`config.mk`:
```
export PLATFORM = sky130hd
export DESIGN_NAME = amb_read_master
export DESIGN_NICKNAME = d
export VERILOG_FILES = /design/src/rtl/amb_pkg.sv /design/src/rtl/amb_sync.sv /design/src/rtl/amb_dp.sv /design/src/rtl/amb_ctrl.sv /design/src/rtl/amb_read_master.sv
export SDC_FILE = /design/constraint.sdc
export NUM_CORES = 1
export LEC_CHECK = 0
export ABC_CLOCK_PERIOD_IN_PS = 2100
export BUFFER_PORTS_ARGS = -buffer_cell sky130_fd_sc_hd__buf_2
export CAP_MARGIN = 0
export CORE_MARGIN = 1
export CORE_UTILIZATION = 48
export DETAILED_ROUTE_END_ITERATION = 8
export PLACE_DENSITY = 0.75
export SLEW_MARGIN = 40
export SYNTH_ARGS = -nofsm -noshare
export SYNTH_HDL_FRONTEND = slang
export SYNTH_SLANG_ARGS = --single-unit
```
`constraint.sdc`:
```
create_clock -name clk -period 2.1 [get_ports clk]
set_input_delay 0.315 -clock clk [delete_from_list [all_inputs] [get_ports clk]]
set_output_delay 0.315 -clock clk [all_outputs]
set_load 0.05 [all_outputs]
```
`src/rtl/amb_pkg.sv`:
```
package amb_pkg;

  // Controller states: request, address handshake, per-word data handshake.
  typedef enum logic [3:0] {
    ST_IDLE,
    ST_REQ,
    ST_ASETUP,
    ST_ARD,
    ST_AREL,
    ST_DWAIT,
    ST_DHOLD,
    ST_DACK,
    ST_DONE
  } amb_state_e;

  localparam int unsigned AMB_SYNC_STAGES = 2;

endpackage

```
`src/rtl/amb_sync.sv`:
```
module amb_sync #(
  parameter int unsigned W      = 1,
  parameter int unsigned STAGES = 2
) (
  input  logic         clk,
  input  logic         rst_n,
  input  logic [W-1:0] d,
  output logic [W-1:0] q
);

  logic [W-1:0] stage_q [STAGES];

  genvar gi;
  generate
    for (gi = 0; gi < STAGES; gi++) begin : g_stage
      if (gi == 0) begin : g_first
        always_ff @(posedge clk or negedge rst_n) begin
          if (!rst_n) stage_q[gi] <= '0;
          else        stage_q[gi] <= d;
        end
      end else begin : g_next
        always_ff @(posedge clk or negedge rst_n) begin
          if (!rst_n) stage_q[gi] <= '0;
          else        stage_q[gi] <= stage_q[gi-1];
        end
      end
    end
  endgenerate

  assign q = stage_q[STAGES-1];

endmodule

```
`src/rtl/amb_dp.sv`:
```
module amb_dp #(
  parameter int unsigned BUS_W = 16,
  parameter int unsigned LEN_W = 4
) (
  input  logic             clk,
  input  logic             rst_n,
  input  logic             load,
  input  logic [BUS_W-1:0] cmd_addr,
  input  logic [LEN_W-1:0] cmd_len,
  input  logic             dec,
  input  logic             capture,
  input  logic [BUS_W-1:0] data_s,
  input  logic             ad_oe,
  output logic [BUS_W-1:0] ad_out,
  output logic [BUS_W-1:0] rd_data,
  output logic             last
);

  logic [BUS_W-1:0] addr_q;
  logic [LEN_W-1:0] remain_q;
  logic [BUS_W-1:0] word_q;

  always_ff @(posedge clk or negedge rst_n) begin
    if (!rst_n) begin
      addr_q   <= '0;
      remain_q <= '0;
    end else if (load) begin
      addr_q   <= cmd_addr;
      remain_q <= cmd_len;
    end else if (dec) begin
      remain_q <= remain_q - 1'b1;
    end
  end

  always_ff @(posedge clk or negedge rst_n) begin
    if (!rst_n)       word_q <= '0;
    else if (capture) word_q <= data_s;
  end

  assign ad_out  = ad_oe ? addr_q : '0;
  assign rd_data = word_q;
  assign last    = (remain_q == '0);

endmodule

```
`src/rtl/amb_ctrl.sv`:
```
module amb_ctrl
  import amb_pkg::*;
(
  input  logic clk,
  input  logic rst_n,
  input  logic cmd_valid,
  input  logic grant_s,
  input  logic ack_s,
  input  logic drdy_s,
  input  logic rd_ready,
  input  logic last,
  output logic cmd_ready,
  output logic bus_req,
  output logic ad_oe,
  output logic bus_rd,
  output logic bus_ack,
  output logic rd_valid,
  output logic done,
  output logic load,
  output logic capture,
  output logic dec
);

  amb_state_e state_q, state_d;

  always_ff @(posedge clk or negedge rst_n) begin
    if (!rst_n) state_q <= ST_IDLE;
    else        state_q <= state_d;
  end

  always_comb begin
    state_d = state_q;
    load    = 1'b0;
    capture = 1'b0;
    dec     = 1'b0;
    unique case (state_q)
      ST_IDLE: if (cmd_valid) begin
        load    = 1'b1;
        state_d = ST_REQ;
      end
      ST_REQ:    if (grant_s) state_d = ST_ASETUP;
      ST_ASETUP: state_d = ST_ARD;
      ST_ARD:    if (ack_s) state_d = ST_AREL;
      ST_AREL:   if (!ack_s) state_d = ST_DWAIT;
      ST_DWAIT: if (drdy_s) begin
        capture = 1'b1;
        state_d = ST_DHOLD;
      end
      ST_DHOLD:  if (rd_ready) state_d = ST_DACK;
      ST_DACK: if (!drdy_s) begin
        if (last) state_d = ST_DONE;
        else begin
          dec     = 1'b1;
          state_d = ST_DWAIT;
        end
      end
      ST_DONE:   state_d = ST_IDLE;
      default:   state_d = ST_IDLE;
    endcase
  end

  always_comb begin
    cmd_ready = (state_q == ST_IDLE);
    bus_req   = (state_q != ST_IDLE) && (state_q != ST_DONE);
    ad_oe     = (state_q == ST_ASETUP) || (state_q == ST_ARD);
    bus_rd    = (state_q == ST_ARD);
    bus_ack   = (state_q == ST_DACK);
    rd_valid  = (state_q == ST_DHOLD);
    done      = (state_q == ST_DONE);
  end

endmodule

```
`src/rtl/amb_read_master.sv`:
```
module amb_read_master
  import amb_pkg::*;
#(
  parameter int unsigned BUS_W = 16,
  parameter int unsigned LEN_W = 4
) (
  input  logic             clk,
  input  logic             rst_n,
  input  logic             cmd_valid,
  output logic             cmd_ready,
  input  logic [BUS_W-1:0] cmd_addr,
  input  logic [LEN_W-1:0] cmd_len,
  output logic             rd_valid,
  input  logic             rd_ready,
  output logic [BUS_W-1:0] rd_data,
  output logic             done,
  output logic             bus_req,
  input  logic             bus_grant,
  output logic [BUS_W-1:0] ad_out,
  output logic             ad_oe,
  input  logic [BUS_W-1:0] ad_in,
  output logic             bus_rd,
  output logic             bus_ack,
  input  logic             slv_ack,
  input  logic             slv_drdy
);

  localparam int unsigned SYNC_W = BUS_W + 3;

  logic             grant_s;
  logic             ack_s;
  logic             drdy_s;
  logic [BUS_W-1:0] data_s;
  logic             load;
  logic             capture;
  logic             dec;
  logic             last;

  amb_sync #(
    .W      (SYNC_W),
    .STAGES (AMB_SYNC_STAGES)
  ) u_sync (
    .clk   (clk),
    .rst_n (rst_n),
    .d     ({bus_grant, slv_ack, slv_drdy, ad_in}),
    .q     ({grant_s, ack_s, drdy_s, data_s})
  );

  amb_ctrl u_ctrl (
    .clk       (clk),
    .rst_n     (rst_n),
    .cmd_valid (cmd_valid),
    .grant_s   (grant_s),
    .ack_s     (ack_s),
    .drdy_s    (drdy_s),
    .rd_ready  (rd_ready),
    .last      (last),
    .cmd_ready (cmd_ready),
    .bus_req   (bus_req),
    .ad_oe     (ad_oe),
    .bus_rd    (bus_rd),
    .bus_ack   (bus_ack),
    .rd_valid  (rd_valid),
    .done      (done),
    .load      (load),
    .capture   (capture),
    .dec       (dec)
  );

  amb_dp #(
    .BUS_W (BUS_W),
    .LEN_W (LEN_W)
  ) u_dp (
    .clk      (clk),
    .rst_n    (rst_n),
    .load     (load),
    .cmd_addr (cmd_addr),
    .cmd_len  (cmd_len),
    .dec      (dec),
    .capture  (capture),
    .data_s   (data_s),
    .ad_oe    (ad_oe),
    .ad_out   (ad_out),
    .rd_data  (rd_data),
    .last     (last)
  );

endmodule

```
# Yosys cells after proc, flatten, opt, wreduce, memory -nomap -nowiden
# Cells that the tools add are included.
# Widths: inputs -> output; s select.
# totals
reg_bits	78
out_inout_bits	39
elab_cells	49
# classes
n_addsub	1
n_eq_ne	16
mux	19
reduce_logical	7
# ops
cell	n
$mux 4	10
$pmux 4 s8	1
$eq 4x3->1 const B	4
$mux 16	1
$ne 2x2->1 const B	5
$eq 4x2->1 const B	2
$logic_not 4->1	2
$mux 1	7
$reduce_and 7->1	1
$eq 4x1->1 const B	1
$eq 4x4->1 const B	1
$ne 2x1->1 const B	2
$ne 4x4->1 const B	1
$reduce_bool 4->1	1
$sub 4x1->4 const B	1
$reduce_bool 2->1	1
$logic_and 1x1->1	1
$logic_or 1x1->1	1

# Longest topological paths before layout
# logic_depth
depth_word	6
mapped_depth	6
depth_no_buf	6

# Hierarchy
# A second synthesis with hierarchy kept.
# hier_totals
hier_cells	209
area_unflattened_um2	2976.6
# modules_own_cells
mod	instances	cells_per_inst	area_per_inst_um2
amb_dp	1	107	1521.5
amb_sync	1	57	1093.5
amb_ctrl	1	45	361.6

# Least setup slack after synthesis
# Ideal clock, no wire load.
# synth_path
path_type	reg2out
start	reg u_ctrl.state_q[0]
end	out done
arrival_time_ns	1.989
slack_ns	-0.204
stages_incl_launch_ff	4
path_cell_list	dfrtp_1 -> clkbuf_1 -> or3_1 -> nor2_1
# synth_between
elab_chain_len	1
# synth_lines
element	line	source
from (decl)	amb_ctrl.sv:24	amb_state_e state_q, state_d;
from (signal assigned)	amb_ctrl.sv:28	else state_q <= state_d;
$eq 4x4->1	amb_ctrl.sv:69	done = (state_q == ST_DONE);
to (decl)	amb_read_master.sv:16	output logic done,
# Every way passes these cells.

# Worst setup path in the final report
# layout_path
start	reg u_ctrl.state_q[1]
end	out done
# The elaborated chain is that of the path after synthesis.

==> results.cfg <==
[route]
wirelength_um = 4928
ant_nets = 0
vias = 1761
wire_per_inst_um = 13.65
via_per_inst = 4.878
drt_iter0_drc = 46
first_pass_iters = 4
drc = 0

[power_and_ir_drop]
power_density_nw_per_um2 = 1551
swShare = 0.4175
totalPowerFinal_mw = 5.588
p_int_mw = 3.255
power_frac_seq = 0.391
peakVddDrop_uv = 891.6
p_sw_mw = 2.333
total_leakage_power_nw = 1.739
clockPowerShare = 0.198
combPwrFrac = 0.411

[worst_setup_path]
criticalPathCategory = flip-flop to primary output
crit_path_end_kind = primary output
crit_path_top_delay_cell = dfrtp_2
crit_chain = buf_4, or3_1, nor2_2, buf_2
crit_fanout = 12
max_stage_delay_ps = 410
critPathRequiredTime_ps = 1780
cp.arrival_ps = 1670
start_kind = flip-flop

[floorplanning]
num_io_pins = 82
fp.dieW_um = 79.63
die_area_um2 = 6341
rows = 27
initial_core_util = 0.5128
fp.dieH_um = 79.63
core_um2 = 5642

[placed_design]
post-dp-hpwl_um = 3460
io_buffers = 81
placed_cell_area_um2 = 3393
place.gp.congestion = 0.8280

[clock_network]
insertion_delay_ps = 340
cts_tree = built
clk_pin_slew_worst_paths_ps = 90
h-tree-depth = 3
clock-sinks = 78
cts_buffers = 9
clk_path_buf_depth = 2
cts-root-buf = clkbuf_8

[sta]
skew_ps = 8.365
maxSlewViolCount = 0
setup_violations = 0
finalHoldViolations = 7
maxSlewHeadroom = 0.5825
fmax_mhz = 504.7
rsz0062_at_grt = no
fin_tns_setup_ps = 0
fin_crit_ps = 1981
tightest_slew_ps = 626.3
fin_crit_sh = 0.9434
hold_slack_ps = -22.08

[synth]
avgSynthCellArea_um2 = 14.91
synth-seq-cells = 78
syn_inst = 194
dominantRegCellSynth = dfrtp_1
yosysMostFrequentCell = dfrtp_1
yosys_warnings = 0
synthTopCellsByArea = dfrtp_1, mux2_2, and2_1
synth_cell_types = 32
syn-num-nets = 238
yosysTopAreaCellShare = 0.6747
ys_seq_area_frac = 0.6747
synth_common_cells = dfrtp_1, mux2_2, and2_1, nand2_1, nor2_1
syn_area_um2 = 2893
synth_edf_count = 0
synth_largest_area_cell = dfrtp_1
async_reset_ff_frac = 1.000

[global_route]
grt_overflow = 0
grt_usage = 0.1786
grt_first_pass_wirelength_um = 8349
grt_pass1_vias = 1841
antenna_found_initial = 0
grt_max_degree = 50

[final_layout]
fin_util = 0.6387
nNetsFinal = 328
antenna_cells = 0
design_area_um2 = 3603
syn2layout_area_growth_pct = 24.57
drive_gt1_frac = 0.5156

[worst_hold_path]
hp-class = primary input to asynchronous set/reset pin

[run_status]
failed_checks = negative hold slack
status = complete, but fails checks

[run]
maxCapViolCount = 0
## path summary, 6_finish.rpt
check / cells after the start / endpoint / start / slack [ps]
min in group clk: 1 / u_sync.stage_q[19] / ad_in[0] / 70
hold / removal: 1 / u_sync.stage_q[34] / rst_n / -20
hold reg to reg: 0 / u_sync.q[10] / u_sync.stage_q[29] / 350
max in group asynchronous: 2 / u_sync.q[1] / rst_n / 1540
setup / recovery: 4 / done / u_ctrl.state_q[1] / 120
setup reg to reg: 4 / u_dp.addr_q[3] / u_ctrl.state_q[1] / 350
## per-layer routing
layer  global-route usage  up-vias  part of all wire
li1                     -      842                 -
met1               0.2152      851              0.44
met2               0.2940       59              0.48
met3              0.04343        9             0.059
met4              0.09818        0             0.018
met5                    0        -                 0
## power groups by stage
| stage | logic [mW] | clock network, mW | registers (mW) |
|---|---|---|---|
| 2_1_floorplan | 1.29 | 0 | 2.68 |
| 3_3_place_gp | 2.22 | 0 | 2.23 |
| 3_5_place_dp | 2.27 | 0 | 2.25 |
| 4_1_cts | 2.33 | 1.13 | 2.19 |
| 5_1_grt | 2.45 | 1.18 | 2.26 |
| 6_report | 2.30 | 1.10 | 2.19 |
## final cells by class
class                      instances  area [µm²]
clock inverter                     6       71.32
multi-input combinational        102       867.1
fill                             452        2038
sequential                        78        1956
tap                               72       90.09
timing repair buffer              88       473.0
clock buffer                      10       127.6
inverter                           5       18.77
## registers in the layout (all words and copies together) (netlist names)
register,count
u_ctrl.state_q,4
u_dp.addr_q,16
u_dp.rd_data,16
u_dp.remain_q,4
u_sync.q,19
u_sync.stage_q,19
## logic make-up (layout without fill, tap and decap cells)
kind of cell             count (synthesis)  count (layout)  share of synthesized area
flip-flops                              78              78                     0.6747
AND/OR/NAND/NOR                         50              50                     0.1172
multiplexers                            36              36                     0.1388
buffers and inverters                   14             109                    0.02811
AO/OA/AOI/OAI                           13              13                    0.03071
XOR/XNOR                                 2               2                   0.006056
adder cells (fa/ha/maj)                  1               1                   0.004325
## per-stage QoR
stage / instances / hold WS [ps] / setup slack (ps)
after floorplan: 194 / 19.41 / 21.00
after global placement: 344 / 331.7 / 197.7
after detailed placement: 344 / 334.7 / 140.5
after CTS: 361 / 0.4433 / 51.81
after global routing: 361 / 16.08 / 31.52
final: 361 / -22.08 / 118.8
## critical path: cells and delay by family, from the launching register on
kind	cells	cell delay (ps)
simple gates	2	480
buf+inv	2	440
flops	1	410
## what timing repair did
item / CTS / global route
pin swaps: 0 / 0
endpoints found under the setup margin: 17 / 16
resized for setup: 1 / 2
setup buffers: 1 / 0
hold endpoints to repair: 0 / 0
hold buffers: 0 / 0
## placed cells by master (no fill, tap or decap), types with 3 or more instances in the layout
cell,synthesis,routed
buf_2,5,80
dfrtp_1,78,75
mux2_2,33,33
and2_1,16,16
clkbuf_8,0,9
nand2_1,8,8
buf_4,0,7
nor2_1,7,6
inv_1,5,5
a21oi_1,5,5
nor3_2,2,3
or3_1,3,3
mux2i_1,3,3
dfrtp_2,0,3
(Power assumes the default switching activity.)
